File: src/rtl/lsu_pkg.sv
package lsu_pkg;
  localparam int OPC_W = 6;
  localparam logic [OPC_W-1:0] OPC_LD_WORD = 6'd35;
  localparam logic [OPC_W-1:0] OPC_ST_WORD = 6'd43;
  localparam logic [OPC_W-1:0] OPC_LD_BYTE = 6'd32;
  localparam logic [OPC_W-1:0] OPC_ST_BYTE = 6'd40;

  typedef enum logic [2:0] {
    K_NONE    = 3'd0,
    K_LOAD_W  = 3'd1,
    K_LOAD_B  = 3'd2,
    K_STORE_W = 3'd3,
    K_STORE_B = 3'd4
  } kind_e;

  function automatic kind_e decode_op(input logic [OPC_W-1:0] opc);
    kind_e k;
    case (opc)
      OPC_LD_WORD: k = K_LOAD_W;
      OPC_ST_WORD: k = K_STORE_W;
      OPC_LD_BYTE: k = K_LOAD_B;
      OPC_ST_BYTE: k = K_STORE_B;
      default:     k = K_NONE;
    endcase
    return k;
  endfunction

  function automatic logic is_word(input kind_e k);
    return (k == K_LOAD_W) || (k == K_STORE_W);
  endfunction

  function automatic logic is_load(input kind_e k);
    return (k == K_LOAD_W) || (k == K_LOAD_B);
  endfunction

  function automatic logic is_store(input kind_e k);
    return (k == K_STORE_W) || (k == K_STORE_B);
  endfunction
endpackage

File: src/rtl/lsu_addr_gen.sv
module lsu_addr_gen
  import lsu_pkg::*;
#(
  parameter int DATA_W = 32,
  parameter int OFF_W  = 16
) (
  input  logic [DATA_W-1:0]          base,
  input  logic [OFF_W-1:0]           offset,
  input  kind_e                      kind,
  output logic [DATA_W-1:0]          word_addr,
  output logic [$clog2(DATA_W/8)-1:0] lane,
  output logic                       misalign
);
  localparam int LANES  = DATA_W / 8;
  localparam int LANE_W = $clog2(LANES);
  localparam int EXT_W  = DATA_W - OFF_W;

  logic [DATA_W-1:0] off_ext;
  logic [DATA_W-1:0] eff;

  // Offset is two's complement; widen by replicating its top bit.
  assign off_ext   = {{EXT_W{offset[OFF_W-1]}}, offset};
  assign eff       = base + off_ext;
  assign lane      = eff[LANE_W-1:0];
  assign word_addr = {eff[DATA_W-1:LANE_W], {LANE_W{1'b0}}};
  // Only whole-word accesses carry an alignment rule.
  assign misalign  = is_word(kind) && (lane != '0);
endmodule

File: src/rtl/lsu_store_steer.sv
module lsu_store_steer
  import lsu_pkg::*;
#(
  parameter int DATA_W = 32
) (
  input  logic                        en,
  input  kind_e                       kind,
  input  logic [$clog2(DATA_W/8)-1:0] lane,
  input  logic [DATA_W-1:0]           src,
  output logic                        we,
  output logic [DATA_W/8-1:0]         be,
  output logic [DATA_W-1:0]           wdata
);
  localparam int LANES  = DATA_W / 8;
  localparam int LANE_W = $clog2(LANES);

  assign we = en && is_store(kind);

  // Big-endian lanes: byte offset g lives in the most significant slot
  // counted from the top, and its enable is bit LANES-1-g.
  for (genvar g = 0; g < LANES; g++) begin : g_lane
    assign be[LANES-1-g] = en && ((kind == K_STORE_W) ||
                                  ((kind == K_STORE_B) && (lane == LANE_W'(g))));
    assign wdata[DATA_W-1-8*g -: 8] = (kind == K_STORE_B) ? src[7:0]
                                                          : src[DATA_W-1-8*g -: 8];
  end
endmodule

File: src/rtl/lsu_load_extract.sv
module lsu_load_extract #(
  parameter int DATA_W = 32
) (
  input  logic                        byte_mode,
  input  logic [$clog2(DATA_W/8)-1:0] lane,
  input  logic [DATA_W-1:0]           word,
  output logic [DATA_W-1:0]           result
);
  localparam int LANES = DATA_W / 8;

  logic [7:0] lane_byte [LANES];
  logic [7:0] picked;

  for (genvar g = 0; g < LANES; g++) begin : g_pick
    assign lane_byte[g] = word[DATA_W-1-8*g -: 8];
  end

  assign picked = lane_byte[lane];
  assign result = byte_mode ? {{(DATA_W-8){picked[7]}}, picked} : word;
endmodule

File: src/rtl/lsu_unit.sv
module lsu_unit
  import lsu_pkg::*;
#(
  parameter int DATA_W = 32,
  parameter int OFF_W  = 16
) (
  input  logic                clk,
  input  logic                rst_n,
  input  logic                req_valid,
  output logic                req_ready,
  input  logic [OPC_W-1:0]    req_op,
  input  logic [DATA_W-1:0]   req_base,
  input  logic [OFF_W-1:0]    req_offset,
  input  logic [DATA_W-1:0]   req_wdata,
  output logic [DATA_W-1:0]   mem_addr,
  output logic                mem_re,
  output logic                mem_we,
  output logic [DATA_W/8-1:0] mem_be,
  output logic [DATA_W-1:0]   mem_wdata,
  input  logic [DATA_W-1:0]   mem_rdata,
  output logic                wb_valid,
  input  logic                wb_ready,
  output logic [DATA_W-1:0]   wb_data,
  output logic                wb_misalign
);
  localparam int LANES  = DATA_W / 8;
  localparam int LANE_W = $clog2(LANES);

  kind_e             req_kind;
  logic [LANE_W-1:0] req_lane;
  logic              req_mis;
  logic              fire;
  logic              go;

  // Response slot state.
  logic              s_valid;
  logic              s_fresh;
  kind_e             s_kind;
  logic [LANE_W-1:0] s_lane;
  logic              s_mis;
  logic [DATA_W-1:0] s_hold;
  logic [DATA_W-1:0] ext_data;
  logic [DATA_W-1:0] live_data;

  assign req_kind  = decode_op(req_op);
  assign req_ready = !s_valid || wb_ready;
  assign fire      = req_valid && req_ready;
  assign go        = fire && !req_mis;

  lsu_addr_gen #(.DATA_W(DATA_W), .OFF_W(OFF_W)) u_addr (
    .base      (req_base),
    .offset    (req_offset),
    .kind      (req_kind),
    .word_addr (mem_addr),
    .lane      (req_lane),
    .misalign  (req_mis)
  );

  lsu_store_steer #(.DATA_W(DATA_W)) u_steer (
    .en    (go),
    .kind  (req_kind),
    .lane  (req_lane),
    .src   (req_wdata),
    .we    (mem_we),
    .be    (mem_be),
    .wdata (mem_wdata)
  );

  assign mem_re = go && is_load(req_kind);

  lsu_load_extract #(.DATA_W(DATA_W)) u_extract (
    .byte_mode (s_kind == K_LOAD_B),
    .lane      (s_lane),
    .word      (mem_rdata),
    .result    (ext_data)
  );

  assign live_data   = (is_load(s_kind) && !s_mis) ? ext_data : '0;
  assign wb_valid    = s_valid;
  assign wb_data     = s_fresh ? live_data : s_hold;
  assign wb_misalign = s_valid && s_mis;

  always_ff @(posedge clk) begin
    if (!rst_n) begin
      s_valid <= 1'b0;
      s_fresh <= 1'b0;
      s_kind  <= K_NONE;
      s_lane  <= '0;
      s_mis   <= 1'b0;
      s_hold  <= '0;
    end else begin
      if (fire) begin
        s_valid <= 1'b1;
        s_fresh <= 1'b1;
        s_kind  <= req_kind;
        s_lane  <= req_lane;
        s_mis   <= req_mis;
      end else if (wb_ready) begin
        s_valid <= 1'b0;
        s_fresh <= 1'b0;
      end else if (s_valid) begin
        // Stalled: memory data is only good for one cycle, keep a copy.
        s_hold  <= wb_data;
        s_fresh <= 1'b0;
      end
    end
  end

  // a response follows every acceptance.
  p_resp_after_accept_r8: assert property (@(posedge clk) disable iff (!rst_n)
    (req_valid && req_ready) |=> wb_valid);

  // stalled response is frozen and no new request enters.
  p_hold_stable_r9: assert property (@(posedge clk) disable iff (!rst_n)
    (wb_valid && !wb_ready) |=> (wb_valid && $stable(wb_data) && $stable(wb_misalign)));

  p_no_accept_stalled_r9: assert property (@(posedge clk) disable iff (!rst_n)
    (wb_valid && !wb_ready) |-> !req_ready);

  // a misaligned word access touches no memory enable.
  p_misalign_quiet_r2: assert property (@(posedge clk) disable iff (!rst_n)
    (req_valid && req_mis) |-> (!mem_we && !mem_re && (mem_be == '0)));

  // only word kinds may flag misalignment.
  p_flag_word_only_r3: assert property (@(posedge clk) disable iff (!rst_n)
    wb_misalign |-> ((s_kind == K_LOAD_W) || (s_kind == K_STORE_W)));

  // write mask is either full or a single lane.
  p_be_shape_r5: assert property (@(posedge clk) disable iff (!rst_n)
    mem_we |-> (($countones(mem_be) == 1) || (mem_be == '1)));

  // byte load result is sign-filled above bit 7.
  p_sext_fill_r6: assert property (@(posedge clk) disable iff (!rst_n)
    (wb_valid && (s_kind == K_LOAD_B)) |-> (wb_data[DATA_W-1:8] == {(DATA_W-8){wb_data[7]}}));
endmodule

File: config.mk
export PLATFORM = sky130hd
export DESIGN_NAME = lsu_unit
export DESIGN_NICKNAME = d
export VERILOG_FILES = /design/src/rtl/lsu_pkg.sv /design/src/rtl/lsu_addr_gen.sv /design/src/rtl/lsu_store_steer.sv /design/src/rtl/lsu_load_extract.sv /design/src/rtl/lsu_unit.sv
export SDC_FILE = /design/constraint.sdc
export NUM_CORES = 1
export LEC_CHECK = 0
export ABC_CLOCK_PERIOD_IN_PS = 8050
export BUFFER_PORTS_ARGS = -buffer_cell sky130_fd_sc_hd__buf_2
export CAP_MARGIN = 20
export CORE_MARGIN = 2
export CORE_UTILIZATION = 51
export CTS_CLUSTER_DIAMETER = 40
export DETAILED_ROUTE_END_ITERATION = 10
export PLACE_DENSITY_LB_ADDON = 0.25
export SLEW_MARGIN = 0
export SYNTH_ARGS = -nofsm -noshare
export SYNTH_HDL_FRONTEND = slang
export SYNTH_HIERARCHICAL = 1
export SYNTH_SLANG_ARGS = --single-unit
File: constraint.sdc
create_clock -name clk -period 8.05 [get_ports clk]
set_clock_uncertainty 0.2 [all_clocks]
set_input_delay 2.415 -clock clk [delete_from_list [all_inputs] [get_ports clk]]
set_output_delay 2.415 -clock clk [all_outputs]
set_load 0.05 [all_outputs]
==> metrics.txt, run 1 <==
count of buffers inserted at the top-level ports=224; Clock Sinks=40; switch share=49.5%; CP Cell Sequence=buf_2, ha_1, a21o_1, a21o_1, a21oi_1, nor2_1, a2111oi_1, o21ai_0, or3_1, buf_2; DRC=0; data arrival time of the critical path=5.00 ns; Worst Hold Path EP=s_hold[0]$_SDFFE_PN0P_; slowest cell on the critical path=a2111oi_1; endpoint of the worst-slack reg-to-reg timing path=s_hold[30]$_SDFFE_PN0P_; first-pass GRT wire length=23.4 mm; Multi-input gate area=3390 µm²; endpoint type of the worst setup path=output port; class of the tightest hold or removal check=register to register; number of buffers inserted for hold repair after clock tree synthesis=0; clock share of power=16.4%; proportion of synthesized flip-flops having asynchronous set or reset=0%; most frequent cells in the layout=224 x buf_2, 62 x a22o_1, 51 x a21o_1; leading post-synthesis cells by cell area=dfxtp_1 17%, a22o_1 12%, ha_1 8.4%, a21o_1 8.2%, o21ai_2 4.0%; Final Wtd Congestion=0.906; CTS resizes=0; commonest non-fill, non-tap cell in the layout=buf_2; number of flops mapped to enable cells by yosys=0; register area share after synthesis=17.2%; result of the run=complete, no violations; relative max-transition margin=30.3%; Worst VDD drop=105 µV; max_cap viols=0; initial antenna violation count=0; worst reg2reg path startpoint=s_kind[1]$_SDFFE_PN0P_; area occupied by registers=801 µm²; number of violations reported at the end of detailed-routing iteration 0=172; Sequential Power Share=26.0%; static leakage=3.05 nW; part of the power in combinational logic=57.6%; area leader, netlist=dfxtp_1; total routed wirelength=14.7 mm; mean post-synth cell area=8.25 µm²; number of synthesized register bits=40; RSZ-0062 raised after global routing=false; GRT Total Usage=28.5%; clock root cell=clkbuf_8; biggest cell delay along the critical path=0.46 ns; routed len/inst=17.1 µm; number of failing setup endpoints in the final timing report=0; design internal power=0.397 mW; clock tree from TritonCTS=built; buffer levels on the longest clock path=2; Worst Hold Launch=s_hold[0]$_SDFFE_PN0P_; total number of vias=5163; later-pin clock latency in the skew report=0.29 ns; Ports=227; worst slack on hold paths=0.283 ns; count of nets left with antenna violations after detail routing=0; floorplan die width=99.4 µm; post-CTS setup repair buffer count=0; primary flip-flop cell chosen by synthesis mapping=dfxtp_1; filler cell count=773; Unique masters post-synth=73; # nets final=906; number of global-route vias before repair=4847; initial core utilization=53.0%; fraction of layout instances using a drive strength above 1=39.5%; timing startpoint of the critical path=req_offset[15]; number of clock buffers inserted by TritonCTS=5; n_diodes=0; total negative slack=0 ns; Std-Cell Core Area=8760 µm²; worst hold path depth=1; number of vias per cell after detailed routing=6.00; pin count of the biggest net entering global routing=33; H-tree levels=2; Final Hold Viols=0; area share of the leading cell type in the synthesized netlist=17.2%; biggest fanout along the worst timing path=17; fmax=131 MHz; min cycle time layout=7.61 ns; Cell Rows=34; post-route total power=0.786 mW; P per Cell Area=137 nW/µm²; detailed-router iteration count before antenna repair=5; Worst Reg2Reg Path Length in Cells=6; Die Outline Area=9890 µm²; switching power of the nets=0.389 mW; Worst-Margin Slew=1.04 ns; data required time at the worst endpoint=5.43 ns; final global-route overflow total=0; Chip Height=99.4 µm; crit path launch type=input pin; Period Utilization, post-route=94.6%; warnings from Yosys=6; setup slack of the worst register-to-register path=5.32 ns; Layout Area Growth over Synthesis=23.2%; total half-perimeter wirelength after legalization and detailed placement=11.6 mm; count of final max-slew check failures=0; gate count of the mapped netlist=563; register clock-pin slew on the reported worst setup and hold paths=0.07 ns; Synth Cell Area=4640 µm²; critical setup path kind=input pin to output port
-- flip-flops by register name, indices dropped and copies added, names as in the netlist --
register and flops:
s_hold 32, s_lane 2, s_kind 3, s_fresh 1, wb_valid 1, s_mis 1
-- routing by layer --
| layer | GRT usage, % | vias to the layer above | routed length (µm) |
|---|---|---|---|
| li1 | - | 2486 | - |
| met1 | 37.4 | 2435 | 6440 |
| met2 | 49.5 | 217 | 7180 |
| met3 | 2.74 | 25 | 837 |
| met4 | 8.43 | 0 | 277 |
| met5 | 0 | - | 0 |
-- layout make-up --
cell class	instances	area share, %
clock inverters	2	0.219
repair buffers	228	20.1
multi-input cells	434	59.3
well taps	108	2.36
inverters	43	2.82
clock buffers	5	1.20
flip-flops and latches	40	14.0
-- worst max-delay path: cells and delay by family --
family,cells,cell delay (ns)
AND/OR/NAND/NOR,2,0.45
adder cells (fa/ha/maj),1,0.41
buffers and inverters,2,0.54
AO/OA/AOI/OAI,5,1.16
-- kinds of logic after synthesis --
kind of cell	synth area share, %
compound gates	41.5
simple gates	14.5
buf+inv	10.0
flops	17.2
fa+ha+maj	8.78
xor+xnor	5.47
mux	2.37
other cells	0.0807
-- power by group through the flow --
stage	Clock, mW	Sequential (mW)	Combinational (mW)
after floorplan	0	0.206	0.341
after global placement	0	0.209	0.444
after detailed placement	0	0.209	0.449
after CTS	0.132	0.204	0.451
after global routing	0.142	0.205	0.480
final	0.129	0.204	0.453
-- per-stage QoR --
stage / setup WS, ns / cell area [µm²] / cells / util [%]
finish: 0.436 / 5720 / 860 / 65.3
global route: 0.193 / 5720 / 860 / 65.3
CTS: 0.457 / 5720 / 860 / 65.3
detailed placement: 0.474 / 5640 / 853 / 64.4
global placement: 0.492 / 5640 / 853 / 64.4
floorplan: 0.491 / 4650 / 564 / -
-- synthesized netlist by cell type (4+ instances only) --
master	instances
clkbuf_1	16
o21ai_0	21
a21o_1	51
buf_2	8
mux2i_1	11
nand3_1	14
inv_1	42
nand3b_1	4
buf_6	10
xor2_1	12
nor3_1	5
o21ai_2	21
o21ai_1	4
xnor2_1	17
nand2_1	24
o22ai_1	10
buf_4	11
a22o_2	9
a22o_1	62
ha_1	31
dfxtp_1	40
a21oi_1	34
nor3b_1	5
nor2_1	19
nand4_1	6
and4bb_2	8
-- how the worst max path moves through the flow --
stage	end	slack, ns	cells past startpoint
floorplan	mem_addr[30]	0.49	7
global placement	mem_addr[26]	0.49	10
detailed placement	mem_addr[26]	0.47	10
CTS	mem_addr[26]	0.46	10
global route	mem_addr[31]	0.19	10
finish	mem_addr[31]	0.44	10
Power figures use the tool's default switching activity.
==> inputs of run 2 (changes only) <==
CORE_UTILIZATION = 52   (was 51)
CTS_BUF_LIST = sky130_fd_sc_hd__clkbuf_8   (was default)
HOLD_SLACK_MARGIN = 0.15   (was default)
==> metrics.txt, run 2 (synthesis results as in run 1) <==
summed area of non-filler cells in the final layout=5750 µm² (was 5720 µm²); GRT Total Usage=27.5% (was 28.5%); worst slack on hold paths=0.279 ns (was 0.283 ns); number of failing setup endpoints in the final timing report=0 (unchanged); endpoint type of the worst setup path=output port (unchanged); count of nets left with antenna violations after detail routing=0 (unchanged); relative max-transition margin=29.5% (was 30.3%); post-place setup slack=0.466 ns (was 0.474 ns); later-pin clock latency in the skew report=0.29 ns (about the same); Worst VDD drop=94.9 µV (was 105 µV); most frequent cells in the layout=224 x buf_2, 62 x a22o_1, 51 x a21o_1 (unchanged); static leakage=3.07 nW (was 3.05 nW); total routed wirelength=14.3 mm (was 14.7 mm); clock tree from TritonCTS=built (unchanged); pin count of the biggest net entering global routing=36 (was 33); clock root cell=clkbuf_8 (unchanged); Final Hold Viols=0 (unchanged); # nets final=906 (unchanged); biggest registers after layout=s_hold: 32 flops, s_kind: 3 flops, s_lane: 2 flops (unchanged); Final Wtd Congestion=0.931 (was 0.906); Std-Cell Core Area=8680 µm² (was 8760 µm²); number of clock buffers inserted by TritonCTS=5 (unchanged); crit path launch type=input pin (unchanged); Die Outline Area=9700 µm² (was 9890 µm²); min cycle time layout=7.62 ns (was 7.61 ns); P per Cell Area=142 nW/µm² (was 137 nW/µm²); routed len/inst=16.6 µm (was 17.1 µm); placed inst area=5640 µm² (unchanged); fmax=131 MHz (about the same); Multi-input gate area=3390 µm² (unchanged); fraction of the core area covered by cells at the end of the flow=66.2% (was 65.3%); DRC=0 (unchanged); post-route total power=0.816 mW (was 0.786 mW); final global-route overflow total=0 (unchanged); number of global-route vias before repair=4858 (was 4847); H-tree levels=2 (unchanged); number of violations reported at the end of detailed-routing iteration 0=235 (was 172); number of buffers inserted for hold repair after clock tree synthesis=0 (unchanged); buffer levels on the longest clock path=2 (unchanged); register ranked first by flip-flop count=s_hold (unchanged); initial core utilization=53.5% (was 53.0%); biggest fanout along the worst timing path=17 (unchanged); commonest non-fill, non-tap cell in the layout=buf_2 (unchanged); Layout Area Growth over Synthesis=23.8% (was 23.2%); Chip Height=98.5 µm (was 99.4 µm); post-CTS setup repair buffer count=0 (unchanged); register clock-pin slew on the reported worst setup and hold paths=0.08 ns (was 0.07 ns); number of vias per cell after detailed routing=5.94 (was 6.00); result of the run=complete, no violations (unchanged); total negative slack=0 ns (unchanged); total half-perimeter wirelength after legalization and detailed placement=11.1 mm (was 11.6 mm); area occupied by registers=801 µm² (unchanged); fraction of layout instances using a drive strength above 1=39.4% (was 39.5%); class of the tightest hold or removal check=register to register (unchanged); data arrival time of the critical path=5.00 ns (about the same); first-pass GRT wire length=22.7 mm (was 23.4 mm); data required time at the worst endpoint=5.43 ns (about the same); Worst-Margin Slew=1.06 ns (was 1.04 ns); critical setup path kind=input pin to output port (unchanged); RSZ-0062 raised after global routing=false (unchanged); floorplan die width=98.5 µm (was 99.4 µm); filler cell count=765 (was 773); detailed-router iteration count before antenna repair=4 (was 5); Period Utilization, post-route=94.6% (about the same); CTS resizes=0 (unchanged); Clock Sinks=40 (unchanged); post-route setup slack=0.432 ns (was 0.436 ns); initial antenna violation count=0 (unchanged); Largest register FFs=32 (unchanged); max_cap viols=0 (unchanged); filler-free cell count of the finished design=861 (was 860); total number of vias=5118 (was 5163); n_diodes=0 (unchanged); Ports=227 (unchanged); Cell Rows=34 (unchanged); count of final max-slew check failures=0 (unchanged); count of buffers inserted at the top-level ports=224 (unchanged); total instance count after detailed placement=853 (unchanged)
==> run 2: area by class of cell <==
type | count | share of cell area [%]
multi-input combinational | 434 | 59.0
timing repair buffer | 228 | 20.0
sequential | 40 | 13.9
inverter | 43 | 2.81
tap | 108 | 2.35
clock buffer | 5 | 1.20
clock inverter | 3 | 0.675
==> run 2: power breakdown <==
group | switching [mW] | leakage (nW) | internal [mW]
Combinational | 0.311 | 2.69 | 0.138
Sequential | 0.00480 | 0.323 | 0.199
Clock | 0.0709 | 0.0593 | 0.0908
Total | 0.387 | 3.07 | 0.429
==> run 2: worst max-delay path, cell delays in order <==
cell,delay (ns)
buf_2,0.33
ha_1,0.37
a21o_1,0.22
a211o_1,0.33
o311ai_2,0.31
o21ai_1,0.12
a311o_1,0.34
a21oi_2,0.15
xnor2_1,0.12
buf_2,0.28
==> run 2: worst paths after layout <==
path	startpoint	endpoint	slack [ns]	cells past startpoint
worst max register to register	s_lane[1]$_SDFFE_PN0P_	s_hold[29]$_SDFFE_PN0P_	5.68	4
worst min register to register	s_hold[10]$_SDFFE_PN0P_	s_hold[10]$_SDFFE_PN0P_	0.28	1
worst min-delay path	s_hold[10]$_SDFFE_PN0P_	s_hold[10]$_SDFFE_PN0P_	0.28	1
worst max-delay path	req_offset[15]	mem_addr[26]	0.43	10
==> run 2: metal layers <==
layer | wire [µm] | up-vias | global-route usage [%]
met4 | 318 | 0 | 8.54
met3 | 984 | 26 | 3.76
li1 | - | 2490 | -
met2 | 6960 | 231 | 47.6
met1 | 6010 | 2371 | 35.5
met5 | 0 | - | 0
==> inputs of run 3 (changes only) <==
ABC_CLOCK_PERIOD_IN_PS = default   (was 8050)
PLACE_DENSITY = 0.89   (was default)
PLACE_DENSITY_LB_ADDON = default   (was 0.25)
==> metrics.txt, run 3 (synthesis results as in run 1) <==
count of buffers inserted at the top-level ports=224 (unchanged); filler-free cell count of the finished design=861 (unchanged); Period Utilization, post-route=95.0% (was 94.6%); Final Hold Viols=0 (unchanged); data arrival time of the critical path=5.03 ns (was 5.00 ns); CTS resizes=0 (unchanged); result of the run=complete, no violations (unchanged); fmax=131 MHz (about the same); M3 GR Usage=4.18% (was 3.76%); register clock-pin slew on the reported worst setup and hold paths=0.07 ns (was 0.08 ns); number of buffers inserted for hold repair after clock tree synthesis=0 (unchanged); register ranked first by flip-flop count=s_hold (unchanged); fraction of layout instances using a drive strength above 1=39.6% (was 39.4%); number of violations reported at the end of detailed-routing iteration 0=342 (was 235); total half-perimeter wirelength after legalization and detailed placement=11.7 mm (was 11.1 mm); layer with the highest usage after global routing=met2 (unchanged); post-route total power=0.830 mW (was 0.816 mW); buffer levels on the longest clock path=2 (unchanged); Worst Hold Launch=s_hold[26]$_SDFFE_PN0P_ (was s_hold[10]$_SDFFE_PN0P_); DRC=0 (unchanged); worst reg2reg path startpoint=s_lane[1]$_SDFFE_PN0P_ (unchanged); biggest fanout along the worst timing path=17 (unchanged); routed len/inst=17.5 µm (was 16.6 µm); count of final max-slew check failures=0 (unchanged); number of clock buffers inserted by TritonCTS=5 (unchanged); Cell Rows=34 (unchanged); Worst-Margin Slew=1.06 ns (about the same); post-route setup slack=0.403 ns (was 0.432 ns); Die Outline Area=9700 µm² (unchanged); most frequent cells in the layout=224 x buf_2, 62 x a22o_1, 51 x a21o_1 (unchanged); first-pass GRT wire length=23.9 mm (was 22.7 mm); timing startpoint of the critical path=req_offset[15] (unchanged); fraction of the core area covered by cells at the end of the flow=66.3% (was 66.2%); placed inst area=5640 µm² (unchanged); number of failing setup endpoints in the final timing report=0 (unchanged); final global-route overflow total=0 (unchanged); count of nets left with antenna violations after detail routing=0 (unchanged); total negative slack=0 ns (unchanged); worst slack on hold paths=0.286 ns (was 0.279 ns); RSZ-0062 raised after global routing=false (unchanged); summed area of non-filler cells in the final layout=5760 µm² (was 5750 µm²); # nets final=906 (unchanged); total instance count after detailed placement=853 (unchanged); Final Wtd Congestion=0.965 (was 0.931); Worst VDD drop=103 µV (was 94.9 µV); post-CTS setup repair buffer count=0 (unchanged); Ports=227 (unchanged); Largest register FFs=32 (unchanged); initial core utilization=53.5% (unchanged); initial antenna violation count=0 (unchanged); biggest registers after layout=s_hold: 32 flops, s_kind: 3 flops, s_lane: 2 flops (unchanged); endpoint type of the worst setup path=output port (unchanged); Layout Area Growth over Synthesis=23.9% (was 23.8%); detailed-router iteration count before antenna repair=5 (was 4); static leakage=3.07 nW (about the same); P per Cell Area=144 nW/µm² (was 142 nW/µm²); met2 usage=50.3% (was 47.6%); clock root cell=clkbuf_8 (unchanged); post-place setup slack=0.458 ns (was 0.466 ns); total routed wirelength=15.1 mm (was 14.3 mm); relative max-transition margin=29.5% (about the same); class of the tightest hold or removal check=register to register (unchanged); Chip Height=98.5 µm (unchanged); min cycle time layout=7.65 ns (was 7.62 ns); total number of vias=5235 (was 5118); commonest non-fill, non-tap cell in the layout=buf_2 (unchanged); GRT Total Usage=29.2% (was 27.5%); crit path launch type=input pin (unchanged); n_diodes=0 (unchanged); max_cap viols=0 (unchanged); clock tree from TritonCTS=built (unchanged); data required time at the worst endpoint=5.43 ns (about the same); number of global-route vias before repair=4906 (was 4858); GR Util met1=38.6% (was 35.5%); filler cell count=726 (was 765); pin count of the biggest net entering global routing=36 (unchanged); floorplan die width=98.5 µm (unchanged); number of vias per cell after detailed routing=6.08 (was 5.94); Std-Cell Core Area=8680 µm² (unchanged); Clock Sinks=40 (unchanged); later-pin clock latency in the skew report=0.30 ns (was 0.29 ns); critical setup path kind=input pin to output port (unchanged); H-tree levels=2 (unchanged)
[run 3: cell type report]
| type | count | area [µm²] | area share, % |
|---|---|---|---|
| flip-flops and latches | 40 | 801 | 13.9 |
| clock inverters | 3 | 46.3 | 0.804 |
| multi-input cells | 434 | 3390 | 58.9 |
| well taps | 108 | 135 | 2.35 |
| repair buffers | 228 | 1150 | 20.0 |
| clock buffers | 5 | 68.8 | 1.20 |
| inverters | 43 | 161 | 2.80 |
[run 3: critical path, cell delays in order]
cell       delay (ns)
buf_2            0.32
ha_1             0.41
a21o_1           0.22
a21o_1           0.18
a21oi_1          0.17
nor2_1           0.08
a2111oi_1        0.46
o21ai_0          0.17
or3_1            0.38
buf_2            0.22
[run 3: worst paths after layout]
kind	slack, ns	cells after the start	end
max	0.40	10	mem_addr[31]
min	0.29	1	s_hold[26]$_SDFFE_PN0P_
max reg2reg	5.60	4	s_hold[29]$_SDFFE_PN0P_
min reg2reg	0.29	1	s_hold[26]$_SDFFE_PN0P_
[run 3: layer usage]
| layer | vias to the layer above | share of wire, % |
|---|---|---|
| met1 | 2444 | 42 |
| met5 | - | 0 |
| li1 | 2494 | - |
| met3 | 18 | 7.2 |
| met4 | 0 | 1.3 |
| met2 | 279 | 49 |
[run 3: report_power, final]
group	switching, mW	internal (mW)	leakage (nW)	total, mW
Clock	0.0775	0.0934	0.0548	0.171
Combinational	0.316	0.139	2.69	0.455
Sequential	0.00496	0.199	0.323	0.204
Total	0.399	0.431	3.07	0.830
